==> src/rtl/cfgsel_pkg.sv <==
package cfgsel_pkg;
  localparam int BUS_W = 8;
  localparam int DEV_W = 5;
  localparam int FN_W  = 3;
  localparam int WORD_W = 32;
  localparam int BE_W  = WORD_W / 8;

  typedef enum logic [1:0] {
    ROUTE_LOCAL = 2'b00,
    ROUTE_T0    = 2'b01,
    ROUTE_T1    = 2'b10,
    ROUTE_UNSUP = 2'b11
  } route_e;
endpackage

==> src/rtl/cfgsel_regs.sv <==
module cfgsel_regs
  import cfgsel_pkg::*;
#(
  parameter bit HAS_SEC_MODE = 1'b1
) (
  input  logic              clk,
  input  logic              rst_n,
  input  logic              we,
  input  logic              sel,
  input  logic [WORD_W-1:0] wdata,
  input  logic [BE_W-1:0]   be,
  output logic [WORD_W-1:0] rdata,
  output logic [BUS_W-1:0]  loc_bus,
  output logic [DEV_W-1:0]  loc_dev,
  output logic [BUS_W-1:0]  sec_bus,
  output logic              sec_en
);
  localparam int BUS_LSB = 8;
  localparam int DEV_LSB = 16;
  localparam int EN_BIT  = 16;

  logic unused_wbits;
  assign unused_wbits = ^wdata;

  always_ff @(posedge clk or negedge rst_n) begin
    if (!rst_n) begin
      loc_bus <= '0;
      loc_dev <= '0;
    end else if (we && !sel) begin
      if (be[1]) loc_bus <= wdata[BUS_LSB +: BUS_W];
      if (be[2]) loc_dev <= wdata[DEV_LSB +: DEV_W];
    end
  end

  generate
    if (HAS_SEC_MODE) begin : g_sec
      logic [BUS_W-1:0] sec_bus_q;
      logic             sec_en_q;
      always_ff @(posedge clk or negedge rst_n) begin
        if (!rst_n) begin
          sec_bus_q <= '0;
          sec_en_q  <= 1'b0;
        end else if (we && sel) begin
          if (be[0]) sec_bus_q <= wdata[0 +: BUS_W];
          if (be[2]) sec_en_q  <= wdata[EN_BIT];
        end
      end
      assign sec_bus = sec_bus_q;
      assign sec_en  = sec_en_q;
    end else begin : g_nosec
      assign sec_bus = '0;
      assign sec_en  = 1'b0;
    end
  endgenerate

  always_comb begin
    rdata = '0;
    if (!sel) begin
      rdata[BUS_LSB +: BUS_W] = loc_bus;
      rdata[DEV_LSB +: DEV_W] = loc_dev;
    end else begin
      rdata[0 +: BUS_W] = sec_bus;
      rdata[EN_BIT]     = sec_en;
    end
  end

  // local bus field untouched unless its lane is enabled
  assert_bus_lane_R7: assert property (@(posedge clk) disable iff (!rst_n)
    (we && (!be[1] || sel)) |=> $stable(loc_bus));
endmodule

==> src/rtl/cfgsel_decode.sv <==
module cfgsel_decode
  import cfgsel_pkg::*;
(
  input  logic             clk,
  input  logic             rst_n,
  input  logic [BUS_W-1:0] bus,
  input  logic [DEV_W-1:0] dev,
  input  logic [BUS_W-1:0] loc_bus,
  input  logic [DEV_W-1:0] loc_dev,
  input  logic [BUS_W-1:0] sec_bus,
  input  logic             sec_en,
  output route_e           route
);
  logic on_primary, is_local_dev;
  assign on_primary   = (bus == loc_bus);
  assign is_local_dev = (dev == loc_dev);

  always_comb begin
    if (on_primary) begin
      if (is_local_dev)      route = ROUTE_LOCAL;
      else if (sec_en)       route = ROUTE_UNSUP;
      else                   route = ROUTE_T0;
    end else if (sec_en && bus == sec_bus) begin
      route = ROUTE_T0;
    end else begin
      route = ROUTE_T1;
    end
  end

  // local route only for the programmed bus and device
  assert_local_match_R2: assert property (@(posedge clk) disable iff (!rst_n)
    (route == ROUTE_LOCAL) |-> (bus == loc_bus && dev == loc_dev));
  // unsupported code only exists in secondary-bus mode
  assert_no_unsup_shared_R3: assert property (@(posedge clk) disable iff (!rst_n)
    !sec_en |-> (route != ROUTE_UNSUP));
endmodule

==> src/rtl/cfgsel_outreg.sv <==
module cfgsel_outreg
  import cfgsel_pkg::*;
#(
  parameter int REG_W = 10
) (
  input  logic             clk,
  input  logic             rst_n,
  input  logic             in_valid,
  output logic             in_ready,
  input  route_e           in_route,
  input  logic [BUS_W-1:0] in_bus,
  input  logic [DEV_W-1:0] in_dev,
  input  logic [FN_W-1:0]  in_fn,
  input  logic [REG_W-1:0] in_reg,
  output logic             out_valid,
  input  logic             out_ready,
  output route_e           out_route,
  output logic [BUS_W-1:0] out_bus,
  output logic [DEV_W-1:0] out_dev,
  output logic [FN_W-1:0]  out_fn,
  output logic [REG_W-1:0] out_reg
);
  assign in_ready = !out_valid || out_ready;

  always_ff @(posedge clk or negedge rst_n) begin
    if (!rst_n) begin
      out_valid <= 1'b0;
      out_route <= ROUTE_LOCAL;
      out_bus   <= '0;
      out_dev   <= '0;
      out_fn    <= '0;
      out_reg   <= '0;
    end else if (in_ready) begin
      out_valid <= in_valid;
      if (in_valid) begin
        out_route <= in_route;
        out_bus   <= in_bus;
        out_dev   <= in_dev;
        out_fn    <= in_fn;
        out_reg   <= in_reg;
      end
    end
  end

  // accepted request yields a result on the next edge
  assert_accept_result_R9: assert property (@(posedge clk) disable iff (!rst_n)
    (in_valid && in_ready) |=> out_valid);
  // held result stays stable under back-pressure
  assert_hold_stable_R10: assert property (@(posedge clk) disable iff (!rst_n)
    (out_valid && !out_ready) |=> (out_valid && $stable(out_route) &&
      $stable(out_bus) && $stable(out_dev) && $stable(out_fn) && $stable(out_reg)));
endmodule

==> src/rtl/cfgsel_top.sv <==
module cfgsel_top
  import cfgsel_pkg::*;
#(
  parameter int REG_W        = 10,
  parameter bit HAS_SEC_MODE = 1'b1
) (
  input  logic              clk,
  input  logic              rst_n,
  input  logic              reg_we,
  input  logic              reg_sel,
  input  logic [31:0]       reg_wdata,
  input  logic [3:0]        reg_be,
  output logic [31:0]       reg_rdata,
  input  logic              req_valid,
  output logic              req_ready,
  input  logic [7:0]        req_bus,
  input  logic [4:0]        req_dev,
  input  logic [2:0]        req_fn,
  input  logic [REG_W-1:0]  req_reg,
  output logic              rsp_valid,
  input  logic              rsp_ready,
  output logic [1:0]        rsp_route,
  output logic [7:0]        rsp_bus,
  output logic [4:0]        rsp_dev,
  output logic [2:0]        rsp_fn,
  output logic [REG_W-1:0]  rsp_reg
);
  logic [BUS_W-1:0] loc_bus, sec_bus;
  logic [DEV_W-1:0] loc_dev;
  logic             sec_en;
  route_e           dec_route, out_route;

  cfgsel_regs #(.HAS_SEC_MODE(HAS_SEC_MODE)) u_regs (
    .clk(clk), .rst_n(rst_n), .we(reg_we), .sel(reg_sel),
    .wdata(reg_wdata), .be(reg_be), .rdata(reg_rdata),
    .loc_bus(loc_bus), .loc_dev(loc_dev), .sec_bus(sec_bus), .sec_en(sec_en)
  );

  cfgsel_decode u_dec (
    .clk(clk), .rst_n(rst_n), .bus(req_bus), .dev(req_dev),
    .loc_bus(loc_bus), .loc_dev(loc_dev), .sec_bus(sec_bus), .sec_en(sec_en),
    .route(dec_route)
  );

  cfgsel_outreg #(.REG_W(REG_W)) u_out (
    .clk(clk), .rst_n(rst_n),
    .in_valid(req_valid), .in_ready(req_ready), .in_route(dec_route),
    .in_bus(req_bus), .in_dev(req_dev), .in_fn(req_fn), .in_reg(req_reg),
    .out_valid(rsp_valid), .out_ready(rsp_ready), .out_route(out_route),
    .out_bus(rsp_bus), .out_dev(rsp_dev), .out_fn(rsp_fn), .out_reg(rsp_reg)
  );

  assign rsp_route = out_route;
endmodule

==> config.mk <==
export PLATFORM = sky130hd
export DESIGN_NAME = cfgsel_top
export DESIGN_NICKNAME = d
export VERILOG_FILES = /design/src/rtl/cfgsel_pkg.sv /design/src/rtl/cfgsel_regs.sv /design/src/rtl/cfgsel_decode.sv /design/src/rtl/cfgsel_outreg.sv /design/src/rtl/cfgsel_top.sv
export SDC_FILE = /design/constraint.sdc
export NUM_CORES = 1
export LEC_CHECK = 0
export BUFFER_PORTS_ARGS = -buffer_cell sky130_fd_sc_hd__buf_4
export CORE_ASPECT_RATIO = 0.7
export CORE_MARGIN = 10
export CORE_UTILIZATION = 43
export DETAILED_ROUTE_END_ITERATION = 16
export PLACE_DENSITY = 0.77
export SLEW_MARGIN = 20
export SYNTH_ARGS = -nofsm -noshare
export SYNTH_HDL_FRONTEND = slang
export SYNTH_HIERARCHICAL = 1
export SYNTH_SLANG_ARGS = --single-unit
==> constraint.sdc <==
create_clock -name clk -period 3.05 [get_ports clk]
set_clock_uncertainty 0.1 [all_clocks]
set_input_delay 0.4575 -clock clk [delete_from_list [all_inputs] [get_ports clk]]
set_output_delay 0.4575 -clock clk [all_outputs]
set_load 0.03 [all_outputs]
## After elaboration in Yosys (flattened, before gate mapping)

Index checks and enable logic that the tools add are counted.

| word-level totals | value |
|---|---|
| word-level logic and storage cells | 32 |
| bits in registers | 51 |
| output and inout port bits | 62 |
| input bits | 68 |

| cells by class | value |
|---|---|
| mux-type cells | 8 |
| reduce and logical (&&, ||, !) cells | 11 |
| equal/unequal tests | 3 |

Operators by type and width:

| cell | number |
|---|---|
| == test 8 bit | 2 |
| two-way mux 8 bit | 2 |
| AND reduction 2 bit | 5 |
| two-way mux 2 bit | 4 |
| == test 5 bit | 1 |
| two-way mux 4 bit | 1 |
| logical AND 1 bit | 3 |
| logical NOT 1 bit | 2 |
| logical OR 1 bit | 1 |
| two-way mux 1 bit | 1 |

## Longest topological paths before layout

| depth | value |
|---|---|
| word-level depth | 4 |
| mapped depth | 5 |
| mapped depth without buffers | 5 |

## Cells and area by module

Netlist, hierarchy kept.

By module, submodules not included:

| module | area an instance (µm²) | cells each | times used |
|---|---|---|---|
| cfgsel_outreg | 1169.9 | 62 | 1 |
| cfgsel_regs | 1071.0 | 83 | 1 |
| cfgsel_decode | 264.0 | 32 | 1 |

## Worst setup path after synthesis

No wires, ideal clock.

| path | value |
|---|---|
| kind | input -> register |
| start point | input port req_dev[4] |
| end point | register u_out.out_route[1] |
| setup slack | 1.298 ns |
| path buffers | 0 |
| data arrival time | 1.528 ns |
| data required time | 2.825 ns |
| cell stages on the path | 5 |
| cells stage by stage | xnor2_1 nand2_1 o41a_1 mux2_4 mux2_2 |

| on the way | value |
|---|---|
| cells in the longest elaborated chain, start to end | 3 |

RTL lines:

| what | RTL line | RTL |
|---|---|---|
| start, declared | cfgsel_top.sv:17 | `input logic [4:0] req_dev,` |
| == test 5 bit | cfgsel_decode.sv:16 | `assign is_local_dev = (dev == loc_dev);` |
| two-way mux 2 bit | cfgsel_decode.sv:20 | `if (is_local_dev) route = ROUTE_LOCAL;` |
| two-way mux 2 bit | cfgsel_decode.sv:19 | `if (on_primary) begin` |
| via dec_route[1] | cfgsel_top.sv:31 | `route_e dec_route, out_route;` |
| end signal, assigned | cfgsel_outreg.sv:36 | `out_route <= in_route;` |
| end, declared | cfgsel_outreg.sv:17 | `output route_e out_route,` |

The timed path passes the listed nets, and every way through them passes these cells.
A chain may end at the register's enable or synchronous reset.

## Worst setup path in the final report

| path | value |
|---|---|
| start point | register u_regs.g_sec.sec_bus_q[5], in the netlist u_regs/sec_bus[5] |
| end point | register u_out.out_route[1] |

| on the way | value |
|---|---|
| cells in the longest elaborated chain, start to end | 4 |

RTL lines:

| what | RTL line | RTL |
|---|---|---|
| start, declared | cfgsel_regs.sv:37 | `logic [BUS_W-1:0] sec_bus_q;` |
| start signal, assigned | cfgsel_regs.sv:44 | `if (be[0]) sec_bus_q <= wdata[0 +: BUS_W];` |
| == test 8 bit | cfgsel_decode.sv:23 | `end else if (sec_en && bus == sec_bus) begin` |
| logical AND 1 bit | cfgsel_decode.sv:23 |  |
| two-way mux 2 bit | cfgsel_decode.sv:23 |  |
| two-way mux 2 bit | cfgsel_decode.sv:19 |  |
| via dec_route[1] | cfgsel_top.sv:31 |  |

The timed path passes the listed nets, and every way through them passes these cells.

==> summary.md <==
| Metric | Value |
|---|---|
| Initial antenna violation count | 0 |
| Placer Congestion | roughly 0.75 |
| PostCTS Resize Cnt | 0 |
| CTS root buf | clkbuf_8 |
| Share of layout cells above drive strength 1 | 0.594 |
| Via density | around 4.7 |
| Crit path arrival time | between 1.5 and 2 ns |
| DRT met1 WL | 2890 µm |
| Leakage | 1.67 nW |
| Area Overhead vs Synth | 35.9% |
| Critical Path, Cell by Cell | xor2_1, nor4_1, nand4_1, mux2_4, mux2_2 |
| CTS tree | done |
| Mux contribution to synthesized area | 0.269 |
| Pwr/cell area | about 570 nW/µm² |
| Total clock sinks | 51 |
| Grt ovf | 0 |
| Simple-gate share of the synthesized area | 0.0969 |
| Core box area | 5700 µm² |
| Worst Path Required | 3.13 ns |
| Largest net degree at the start of global routing | 52 |
| Final wirelength | about 6400 µm |
| Total Routing Usage GR | 0.136 |
| Mapped cell area | about 2500 µm² |
| Final core occ | 0.597 |
| Hold Crit Class | in -> async |
| FP Rows | 23 |
| Ant. Diodes | 0 |
| Vias in the first global route | approximately 2,000 |
| #FFs+latches synth | a little over 50 |
| Slowest-stage cell, CP | dfrtp_1 |
| Via count | 1,698 |
| Avg WL per Cell | 17.6 µm |
| Dpl hpwl | around 5000 µm |
| Worst Reg-to-Reg Cells | 5 |
| Die area | 9330 µm² |
| Final #Nets | between 300 and 400 |
| Global-route wire length before repair | ~11,000 µm |
| Starting Density | 0.440 |
| Max-cap violations | 0 |
| Sequential area share after synthesis | 0.509 |
| Synth warn | 6 |
| DR top layer | met4 |
| Setup TNS | 0 ns |
| Clock Path Buffers | 2 |
| Post-Synth Adder-Cell Area | 0 |
| Worst skew pair latency | around 0.29 ns |
| Final Critical Period | 1.86 ns |
| Cell variety after synth | 25 |
| RSZ-0062 raised after global routing | false |
| Endpoints failing hold | 0 |
| Met2 WL post-DR | ~2900 µm |
| Mapped Cells | 177 |
| Die height | 83.9 µm |
| Max FFs per register | 10 |
| Initial DRC Count | 43 |
| Crit Path Class | reg -> reg |
| Count of buffers from port buffering | about 110 |
| Slew HR | 0.558 |
| Mean Syn Cell Area | ~14 µm² |
| CTS clk-pin slew, worst paths | ~0.090 ns |
| DRC viols | 0 |
| I/O pins | 130 |
| Die Width | approximately 110 µm |
| Final-report max-slew violation count | 0 |
| Met3 WL post-DR | around 580 µm |
| Post-CTS Hold Buffers | 0 |
| Post-CTS setup buffers | 0 |
| Antenna-violating nets left | 0 |
| Router iterations before antenna repair | 4 |
| Startpoint Class | flop |
| Largest family of logic cells by synthesized area | multiplexers |
| Final setup fails | 0 |
| FMAX | about 0.54 GHz |
| Peak VDD IR | approximately 0.25 mV |
| Synth Area in Compound Gates | 0.00450 |
| Period utilisation layout | 0.611 |
| Worst Tran Pin Value | between 0.6 and 0.7 ns |
| Fill cell count | around 510 |
| Crit. End Element | flop |
| Max incr delay on CP | between 0.4 and 0.5 ns |
| Cts bufs inserted | 5 |
| CTS H-tree lvls | 2 |
| Area share of xor/xnor cells in the synthesized design | 0.0734 |
| Status | complete, no violations |
| Critical path fanouts, max | 3 |
-- through the flow --
| stage | hold slack, ns | area [µm²] | power, W | std cells | setup slack, ns |
|---|---|---|---|---|---|
| 2_1_floorplan | 0.0619 | 2540 | 0.00131 | 187 | 1.30 |
| 3_3_place_gp | 0.389 | 3320 | 0.00156 | 353 | 0.984 |
| 3_5_place_dp | 0.394 | 3320 | 0.00157 | 353 | 0.984 |
| 4_1_cts | 0.103 | 3400 | 0.00195 | 361 | 1.19 |
| 5_1_grt | 0.122 | 3400 | 0.00204 | 361 | 1.04 |
| 6_report | 0.0879 | 3400 | 0.00193 | 361 | 1.19 |
-- critical path: cells and delay by family, from the launching register on --
family | cells | cell delay (ns)
XOR/XNOR | 1 | 0.16
AND/OR/NAND/NOR | 2 | 0.55
flip-flops | 1 | 0.41
multiplexers | 2 | 0.54
-- where the power goes --
group,leakage (nW),total (W),switching (W),internal [W]
logic,1.03,0.000689,0.000360,0.000329
registers,0.598,0.000862,0.0000780,0.000784
clock network,0.0477,0.000376,0.000219,0.000158
-- layer usage --
metal | global-route usage | up-vias
met4 | 0.0244 | 0
met2 | 0.204 | 71
met1 | 0.178 | 822
met3 | 0.0618 | 2
met5 | 0 | -
li1 | - | 803
-- layout by cell type, fill, tap and decap left out --
| cell | instances |
|---|---|
| nand2_1 | 1 |
| xnor2_1 | 11 |
| nand3_1 | 1 |
| mux2i_1 | 1 |
| o41a_1 | 1 |
| nand2b_4 | 1 |
| nand3b_1 | 1 |
| and2_1 | 8 |
| mux2_4 | 21 |
| nand2b_1 | 1 |
| dfrtp_1 | 51 |
| nor2_1 | 1 |
| clkbuf_8 | 5 |
| nor2b_1 | 12 |
| nor4_1 | 2 |
| mux2_2 | 31 |
| nand3b_4 | 1 |
| nand2_4 | 1 |
| xor2_1 | 10 |
| buf_4 | 106 |
| conb_1 | 11 |
| clkinv_2 | 3 |
| nor3_1 | 1 |
| nand3_2 | 1 |
| nand4_1 | 3 |
-- layout make-up --
cell class,count,area (µm²),share of cell area
Timing Repair Buffer,106,796,0.234
Clock inverter,3,15.0,0.00441
Tap cell,75,93.8,0.0276
Clock buffer,5,68.8,0.0202
Sequential cell,51,1280,0.375
Multi-Input combinational cell,121,1150,0.339
-- path summary, 6_finish.rpt --
path | slack (ns) | from | end
worst max-delay path | 1.19 | u_regs/sec_bus[5] | u_out/out_route[1]
worst min-delay path | 0.09 | rst_n | u_out/out_dev[2]
worst max register to register | 1.19 | u_regs/sec_bus[5] | u_out/out_route[1]
worst min register to register | 0.42 | u_out/out_bus[5] | u_out/out_bus[5]
max in group asynchronous | 2.32 | rst_n | u_out/out_bus[4]
min in group clk | 0.28 | req_reg[6] | u_out/out_reg[6]
-- kinds of logic (layout without fill, tap and decap cells) --
family | after synthesis | count (layout)
AOI/OAI and AO/OA | 1 | 1
xor gates and xnor gates | 21 | 21
buffers and inverters | 15 | 114
DFF | 51 | 51
muxes | 53 | 53
other | 1 | 11
and+or+nand+nor | 35 | 35
-- cells in the mapped netlist, drive strengths merged --
| library cell | n | area (µm²) |
|---|---|---|
| and2 | 8 | 50.1 |
| buf | 13 | 105 |
| clkbuf | 2 | 7.51 |
| conb | 1 | 3.75 |
| dfrtp | 51 | 1280 |
| mux2 | 52 | 664 |
| mux2i | 1 | 10.0 |
| nand2 | 2 | 15.0 |
| nand2b | 2 | 20.0 |
| nand3 | 2 | 15.0 |
| nand3b | 2 | 27.5 |
| nand4 | 3 | 18.8 |
| nor2 | 1 | 3.75 |
| nor2b | 12 | 75.1 |
| nor3 | 1 | 5.00 |
| nor4 | 2 | 12.5 |
| o41a | 1 | 11.3 |
| xnor2 | 11 | 96.3 |
| xor2 | 10 | 87.6 |
Power figures use the tool's default switching activity.
